$ cat src/rtl/wser_pkg.sv
package wser_pkg;
  // Strobes from the control half to the datapath half
  typedef struct packed {
    logic load;   // capture wordIn this cycle
    logic wide;   // width sampled at capture
    logic msb;    // order sampled at capture
  } ctlStrobe_t;
endpackage

$ cat src/rtl/wser_ctrl.sv
module wser_ctrl
  import wser_pkg::*;
#(
  parameter int WIDE_W   = 16,
  parameter int NARROW_W = 4
) (
  input  logic       clk,
  input  logic       rstN,
  input  logic       wideMode,
  input  logic       msbFirst,
  output ctlStrobe_t ctl,
  output logic       loadStrobe
);
  localparam int CW = $clog2(WIDE_W);

  logic [CW-1:0] bitCnt;
  logic          atBoundary;

  assign atBoundary = (bitCnt == '0);

  always_ff @(posedge clk or negedge rstN) begin
    if (!rstN) begin
      bitCnt <= '0;
    end else if (atBoundary) begin
      bitCnt <= wideMode ? CW'(WIDE_W - 1) : CW'(NARROW_W - 1);
    end else begin
      bitCnt <= bitCnt - 1'b1;
    end
  end

  always_comb begin
    ctl.load   = atBoundary;
    ctl.wide   = wideMode;
    ctl.msb    = msbFirst;
    loadStrobe = atBoundary;
  end
endmodule

$ cat src/rtl/wser_dpath.sv
module wser_dpath
  import wser_pkg::*;
#(
  parameter int WIDE_W   = 16,
  parameter int NARROW_W = 4
) (
  input  logic              clk,
  input  logic              rstN,
  input  logic [WIDE_W-1:0] wordIn,
  input  ctlStrobe_t        ctl,
  input  logic              squelchN,
  input  logic              loopN,
  input  logic              rxBit,
  output logic              serOut
);
  localparam int PAD_W = WIDE_W - NARROW_W;

  logic [WIDE_W-1:0]   shiftReg;
  logic [WIDE_W-1:0]   revWide;
  logic [NARROW_W-1:0] revNarrow;
  logic [WIDE_W-1:0]   loadVal;

  for (genvar i = 0; i < WIDE_W; i++) begin : g_revWide
    assign revWide[i] = wordIn[WIDE_W-1-i];
  end
  for (genvar i = 0; i < NARROW_W; i++) begin : g_revNarrow
    assign revNarrow[i] = wordIn[NARROW_W-1-i];
  end

  // Order is fixed at capture: the first bit to send lands in position 0
  always_comb begin
    unique case ({ctl.wide, ctl.msb})
      2'b11:   loadVal = revWide;
      2'b10:   loadVal = wordIn;
      2'b01:   loadVal = {{PAD_W{1'b0}}, revNarrow};
      default: loadVal = {{PAD_W{1'b0}}, wordIn[NARROW_W-1:0]};
    endcase
  end

  always_ff @(posedge clk or negedge rstN) begin
    if (!rstN) begin
      shiftReg <= '0;
    end else if (ctl.load) begin
      shiftReg <= loadVal;
    end else begin
      shiftReg <= {1'b0, shiftReg[WIDE_W-1:1]};
    end
  end

  always_comb begin
    if (!loopN)         serOut = rxBit;
    else if (!squelchN) serOut = 1'b0;
    else                serOut = shiftReg[0];
  end
endmodule

$ cat src/rtl/wser_top.sv
module wser_top
  import wser_pkg::*;
#(
  parameter int WIDE_W   = 16,
  parameter int NARROW_W = 4
) (
  input  logic              clk,
  input  logic              rstN,
  input  logic [WIDE_W-1:0] wordIn,
  input  logic              wideMode,
  input  logic              msbFirst,
  input  logic              squelchN,
  input  logic              loopN,
  input  logic              rxBit,
  output logic              serOut,
  output logic              loadStrobe
);
  ctlStrobe_t ctl;

  wser_ctrl #(.WIDE_W(WIDE_W), .NARROW_W(NARROW_W)) u_ctrl (
    .clk(clk), .rstN(rstN), .wideMode(wideMode), .msbFirst(msbFirst),
    .ctl(ctl), .loadStrobe(loadStrobe)
  );

  wser_dpath #(.WIDE_W(WIDE_W), .NARROW_W(NARROW_W)) u_dpath (
    .clk(clk), .rstN(rstN), .wordIn(wordIn), .ctl(ctl),
    .squelchN(squelchN), .loopN(loopN), .rxBit(rxBit), .serOut(serOut)
  );
endmodule

$ cat config.mk
export PLATFORM = sky130hd
export DESIGN_NAME = wser_top
export DESIGN_NICKNAME = d
export VERILOG_FILES = /design/src/rtl/wser_pkg.sv /design/src/rtl/wser_ctrl.sv /design/src/rtl/wser_dpath.sv /design/src/rtl/wser_top.sv
export SDC_FILE = /design/constraint.sdc
export NUM_CORES = 1
export LEC_CHECK = 0
export BUFFER_PORTS_ARGS = -buffer_cell sky130_fd_sc_hd__buf_2
export CAP_MARGIN = 20
export CORE_ASPECT_RATIO = 1.4
export CORE_MARGIN = 4
export CORE_UTILIZATION = 50
export DETAILED_ROUTE_END_ITERATION = 16
export PLACE_DENSITY = 0.75
export SLEW_MARGIN = 25
export SYNTH_ARGS = -nofsm -noshare
export SYNTH_HDL_FRONTEND = slang
export SYNTH_HIERARCHICAL = 1
export SYNTH_SLANG_ARGS = --single-unit
$ cat constraint.sdc
create_clock -name clk -period 1.6 [get_ports clk]
set_input_delay 0.24 -clock clk [delete_from_list [all_inputs] [get_ports clk]]
set_output_delay 0.24 -clock clk [all_outputs]
set_load 0.01 [all_outputs]
==> results of run 1 <==
layer usage:
| layer | GRT usage | wire [µm] |
|---|---|---|
| met3 | 0.02882 | 143 |
| met1 | 0.1534 | 876 |
| met5 | 0 | 0 |
| met4 | 0.03953 | 16 |
| met2 | 0.2835 | 1026 |
what timing repair did:
item / CTS / global route
pin swaps: 2 / 1
endpoints found under the hold margin: 20 / 0
hold buffers: 1 / 0
gates resized for setup: 4 / 2
setup endpoints to repair: 3 / 8
buffers inserted: 1 / 2
flip-flops by register name (all words and copies together), names as in the netlist:
signal and cells:
u_ctrl/bitCnt 4, u_dpath/shiftReg 16
placed cells by master (no fill, tap or decap):
master	instances
o21ai_1	4
clkbuf_4	3
nor2_2	1
nand2b_1	4
nand3b_1	4
o21ai_0	1
buf_4	5
mux2i_1	16
nand2b_4	1
nor2_1	3
a21oi_1	1
clkbuf_8	1
dfrtp_1	20
buf_2	24
nand3_1	1
o22ai_1	11
inv_1	13
o211ai_1	4
nand2_1	3
o31ai_1	1
dlygate4sd3_1	1
inv_2	3
ha_4	1
worst max-delay path by stage:
stage / startpoint / to / slack [ns]
global placement: u_ctrl/bitCnt[0] / u_dpath/shiftReg[1] / 0.06
detailed placement: u_ctrl/bitCnt[0] / u_dpath/shiftReg[1] / -0.02
finish: u_ctrl/bitCnt[1] / loadStrobe / 0.1
CTS: u_ctrl/bitCnt[0] / loadStrobe / 0.003
floorplan: u_ctrl/bitCnt[0] / u_dpath/shiftReg[10] / 0.01
global route: u_ctrl/bitCnt[1] / loadStrobe / 0.03
worst reg2reg max path, cell delays in order (launching register included):
cell      delay, ns
dfrtp_1        0.40
inv_2          0.08
ha_4           0.16
nand2b_4       0.06
nor2_2         0.12
buf_4          0.20
nand2_1        0.13
o211ai_1       0.25
cell type report:
class | count | area, µm²
clock buffer | 4 | 36.28
fill | 165 | 758.2
inverter | 16 | 60.06
multi-input combinational | 56 | 424.2
sequential | 20 | 500.5
tap | 21 | 26.28
timing repair buffer | 30 | 167.7
cells by family (layout without fill, tap and decap cells):
| kind of cell | after synthesis | in the layout | synth area share |
|---|---|---|---|
| AO/OA/AOI/OAI | 22 | 22 | 0.1307 |
| adder cells (fa/ha/maj) | 1 | 1 | 0.01199 |
| buffers and inverters | 25 | 50 | 0.1355 |
| flip-flops | 20 | 20 | 0.4796 |
| multiplexers | 16 | 16 | 0.1535 |
| AND/OR/NAND/NOR | 17 | 17 | 0.08872 |
through the flow:
step / worst slack, ns / instance area [µm²] / total power (W) / setup TNS, ns / util
after floorplan: 0.01372 / 1044 / 0.0007770 / 0 / -
after global placement: 0.06420 / 1124 / 0.0008354 / 0 / 0.5694
after detailed placement: -0.01542 / 1124 / 0.0008464 / -0.01542 / 0.5694
after CTS: 0.002707 / 1192 / 0.001126 / 0 / 0.6043
after global routing: 0.02536 / 1215 / 0.001191 / 0 / 0.6157
final: 0.09922 / 1215 / 0.001123 / 0 / 0.6157
power groups by stage:
stage / clock (W) / combinational (W) / sequential, W
floorplan: 0 / 0.000144 / 0.000633
global placement: 0 / 0.000193 / 0.000642
detailed placement: 0 / 0.000200 / 0.000647
CTS: 0.000286 / 0.000203 / 0.000637
global route: 0.000307 / 0.000235 / 0.000648
finish: 0.000279 / 0.000207 / 0.000637
==> metrics.cfg, run 1 <==
[run_status]
outcome = completed

[min_path]
hold_depth = 3
hold-path-endpoint = u_dpath/shiftReg[7]
hp-start = wordIn[7]
min_path_type = primary input to flip-flop

[sta]
fmax_mhz = 666.3
slew_viol_final = 0
fin_hold_ws_ns = 0.2469
min_period_over_period = 0.9380
slew_headroom = 0.7143
setup_violations = 0
skew_ns = 0.006689
worst_pin_slew_ns = 0.4285
finalHoldViolCount = 0
min_period_ns = 1.501
rsz0062_at_grt = no

[synthesis]
avgSynthCellArea_um2 = 10.33
synth_most_common_cell = dfrtp_1
synthFlopType = dfrtp_1
ys_types = 21
yosys-top-cells-area = dfrtp_1 (48%), mux2i_1 (15%), o22ai_1 (6.6%)
synth_edf_count = 0
async_flop_share = 1.000
synth_seq_area_share = 0.4796
yosys-top-cells-count = dfrtp_1 (20), mux2i_1 (16), inv_1 (15)
syn_inst = 101
ys_ff_latch = 20
syn_area_mm2 = 0.001044
synth_warnings = 6
yosysTopAreaCell = dfrtp_1
syn_nets = 125
synth_top_area_frac = 0.4796

[clock_tree]
cts_tree = done
clk_path_buf_depth = 2
cts_inserted_buffers = 3
path_clk_slew_ns = 0.11
clock-sinks = 20
h-tree-depth = 1
root_buffer = clkbuf_4
clk_latency_ns = 0.29

[critical_path]
cp_top_family = flip-flops
worstPathMaxFanout = 3
rr_startpoint = u_ctrl/bitCnt[1]
timing.rr.end = u_dpath/shiftReg[1]
cp-end-kind = output pin
r2r_setup_slack_ns = 0.12
slowest_stage = dfrtp_1
critPathKind = flip-flop to output pin
slowest_delay_ns = 0.40
r2r_cells = 7
critical_path_depth = 5
crit_buf_inv = 2
cp_data_required_time_ns = 1.36
path_cells = inv_2, ha_4, nand2b_4, nor2_2, buf_2
arrival_ns = 1.26
start_kind = flip-flop

[final_layout]
n_antenna_cell = 0
area_growth_pct = 16.43
drive_gt1_frac = 0.3095
final_nets = 151
fin_cells = 147

[detailed_routing]
drtIter0Drc = 19
drc_errors = 0
ant_nets = 0
viasPerCell = 5.327
via_count = 783
firstDrtPassIters = 4
routedWlPerCell_um = 14.02
routed_wl_mm = 2.061

[grt]
grt_pass1_vias = 772
antenna_found_initial = 0
grt-ovfl-total = 0
gr-usage-all-layers = 0.1454
grt_max_degree = 21
grt_pass1_wl_mm = 3.091

[floorplanning]
core_mm2 = 0.001973
start_util = 0.5289
die_area_mm2 = 0.002892
die_h_um = 62.06
ios = 25
rows = 19
die_w_um = 46.61

[power_and_ir_drop]
powerDensity_mw_per_mm2 = 923.9
ir_worst_vdd_mv = 0.9544
internal_power_w = 0.0008394
switching_power_w = 0.0002831
power_leakage_nw = 0.6104
swShare = 0.2522
clockPowerShare = 0.248
combinationalPowerShare = 0.184
p_seq_frac = 0.568

[placement]
place.gp.congestion = 0.8318
dp_hpwl_mm = 1.542
portBuffers = 24
dp.cells = 139

[job]
cap_violations = 0

No activity file was read; power rests on OpenSTA's default activity.
==> run 2, diff against run 1 <==
PLACE_DENSITY = 0.82   (was 0.75)
==> metrics.cfg, run 2 (same netlist as run 1, synthesis figures left out) <==
[run_status]
outcome = completed

[sta]
rsz0062_at_grt = no
slew_headroom = 0.7122  ; -0.002184
fmax_mhz = 657.6  ; -1.3%
setup_violations = 0  ; unchanged
min_period_over_period = 0.9505  ; +0.01247
finalHoldViolCount = 0  ; unchanged
slew_viol_final = 0  ; unchanged
worst_pin_slew_ns = 0.4318  ; +0.003276 ns
min_period_ns = 1.521  ; +0.01996 ns
skew_ns = 0.006546  ; -0.0001427 ns
fin_hold_ws_ns = 0.2074  ; -0.03946 ns

[grt]
grt-ovfl-total = 0  ; unchanged
gr-usage-all-layers = 0.1607  ; +0.01530
grt_pass1_vias = 745  ; -3.5%
grt_max_degree = 21  ; unchanged
grt_pass1_wl_mm = 3.153  ; +2.0%
antenna_found_initial = 0  ; unchanged

[power_and_ir_drop]
internal_power_w = 0.0009546  ; +14%
power_leakage_nw = 0.6309  ; +3.4%
combinationalPowerShare = 0.164  ; -0.020
total_power_w = 0.001253  ; +12%
clockPowerShare = 0.327  ; +0.079
powerDensity_mw_per_mm2 = 994.6  ; +7.7%
switching_power_w = 0.0002986  ; +5.5%
swShare = 0.2383  ; -0.01391
p_seq_frac = 0.509  ; -0.059
ir_worst_vdd_mv = 0.6805  ; -29%

[clock_tree]
cts_inserted_buffers = 3  ; unchanged
clk_path_buf_depth = 2  ; unchanged
root_buffer = clkbuf_4
path_clk_slew_ns = 0.11  ; about the same
h-tree-depth = 1  ; unchanged
clk_latency_ns = 0.31  ; +0.02 ns
cts_tree = done
clock-sinks = 20  ; unchanged

[placement]
place.gp.congestion = 0.7448  ; -10%
portBuffers = 24  ; unchanged
dp_hpwl_mm = 1.458  ; -5.4%

[floorplanning]
die_w_um = 46.61  ; unchanged
die_h_um = 62.06  ; unchanged
ios = 25  ; unchanged
core_mm2 = 0.001973  ; unchanged
die_area_mm2 = 0.002892  ; unchanged
rows = 19  ; unchanged
start_util = 0.5289  ; unchanged

[critical_path]
cp-end-kind = output pin
arrival_ns = 1.28  ; +0.02 ns
worstPathMaxFanout = 3  ; unchanged
start_kind = flip-flop
cp_data_required_time_ns = 1.36  ; about the same
critPathKind = flip-flop to output pin

[detailed_routing]
met3_length_um = 151  ; +5.6%
routed_wl_mm = 2.100  ; +1.9%
m1WireLength_um = 840  ; -4.1%
drtIter0Drc = 20  ; +1
wl_met2_mm = 1.040  ; +1.4%
ant_nets = 0  ; unchanged
drc_errors = 0  ; unchanged
via_count = 811  ; +3.6%
firstDrtPassIters = 6  ; +2
viasPerCell = 5.443  ; +2.2%
top_layer = met4
routedWlPerCell_um = 14.09  ; +0.52%

[final_layout]
area_growth_pct = 20.74
top_regs = u_dpath/shiftReg (16), u_ctrl/bitCnt (4)
largest_reg_flops = 16  ; unchanged
final_common_cell = buf_2
final_nets = 153  ; +1.3%
largest-register = u_dpath/shiftReg
n_antenna_cell = 0  ; unchanged
drive_gt1_frac = 0.3125  ; +0.002976
layout_common_cells = buf_2 (23), dfrtp_1 (20), mux2i_1 (16)

[job]
cap_violations = 0  ; unchanged

[min_path]
min_path_type = primary input to flip-flop

==> run 2: cell type report <==
| cell class | count | area (µm²) |
|---|---|---|
| multi-input combinational | 56 | 431.7 |
| sequential | 20 | 500.5 |
| inverter | 16 | 60.06 |
| timing repair buffer | 32 | 188.9 |
| clock inverter | 1 | 30.03 |
| tap | 21 | 26.28 |
| clock buffer | 3 | 22.52 |
| fill | 165 | 713.2 |
==> run 2: worst max-delay path, cell delays in order (launching register included) <==
cell and delay (ns):
dfrtp_1 0.40, inv_1 0.11, ha_4 0.17, nand2b_4 0.06, nor2_4 0.11, buf_6 0.12
==> run 2: timing repair <==
action | CTS | global route
hold endpoints to repair | 20 | 0
resized for setup | 3 | 4
setup endpoints to repair | 16 | 14
setup buffers | 3 | 2
hold buffers | 1 | 0
cloned | 0 | 0
pin swaps | 1 | 2
==> run 2: per-layer routing <==
| metal | up-vias | GRT usage |
|---|---|---|
| met5 | - | 0 |
| met1 | 384 | 0.1904 |
| met2 | 27 | 0.2520 |
| met3 | 7 | 0.04611 |
| li1 | 393 | - |
| met4 | 0 | 0.1028 |
==> run 2: path summary, 6_finish.rpt <==
check	start	end	slack, ns	depth (start not counted)
min	wordIn[15]	u_dpath/shiftReg[15]	0.21	3
max in group asynchronous	rstN	u_dpath/shiftReg[14]	0.91	2
min reg2reg	u_dpath/shiftReg[2]	u_dpath/shiftReg[1]	0.49	2
max	u_ctrl/bitCnt[0]	loadStrobe	0.08	5
max reg2reg	u_ctrl/bitCnt[0]	u_dpath/shiftReg[3]	0.12	7
min in group asynchronous	rstN	u_ctrl/bitCnt[3]	0.39	2
==> run 2: power by group through the flow <==
stage          registers (W)  clock network (W)  logic (W)
2_1_floorplan       0.000633                  0   0.000144
3_3_place_gp        0.000641                  0   0.000192
3_5_place_dp        0.000645                  0   0.000200
4_1_cts             0.000638           0.000419   0.000204
5_1_grt             0.000649           0.000440   0.000232
6_report            0.000638           0.000410   0.000205
==> run 2: through the flow <==
step           worst slack (ns)    util  cell area [µm²]  setup TNS [ns]  std cells
5_1_grt                0.009254  0.6386             1260               0        149
6_report                0.07926  0.6386             1260               0        149
3_3_place_gp            0.06874  0.5694             1124               0        139
2_1_floorplan           0.01372       -             1044               0        101
3_5_place_dp           -0.04417  0.5694             1124         -0.1443        139
4_1_cts                 0.01207  0.6195             1222               0        147
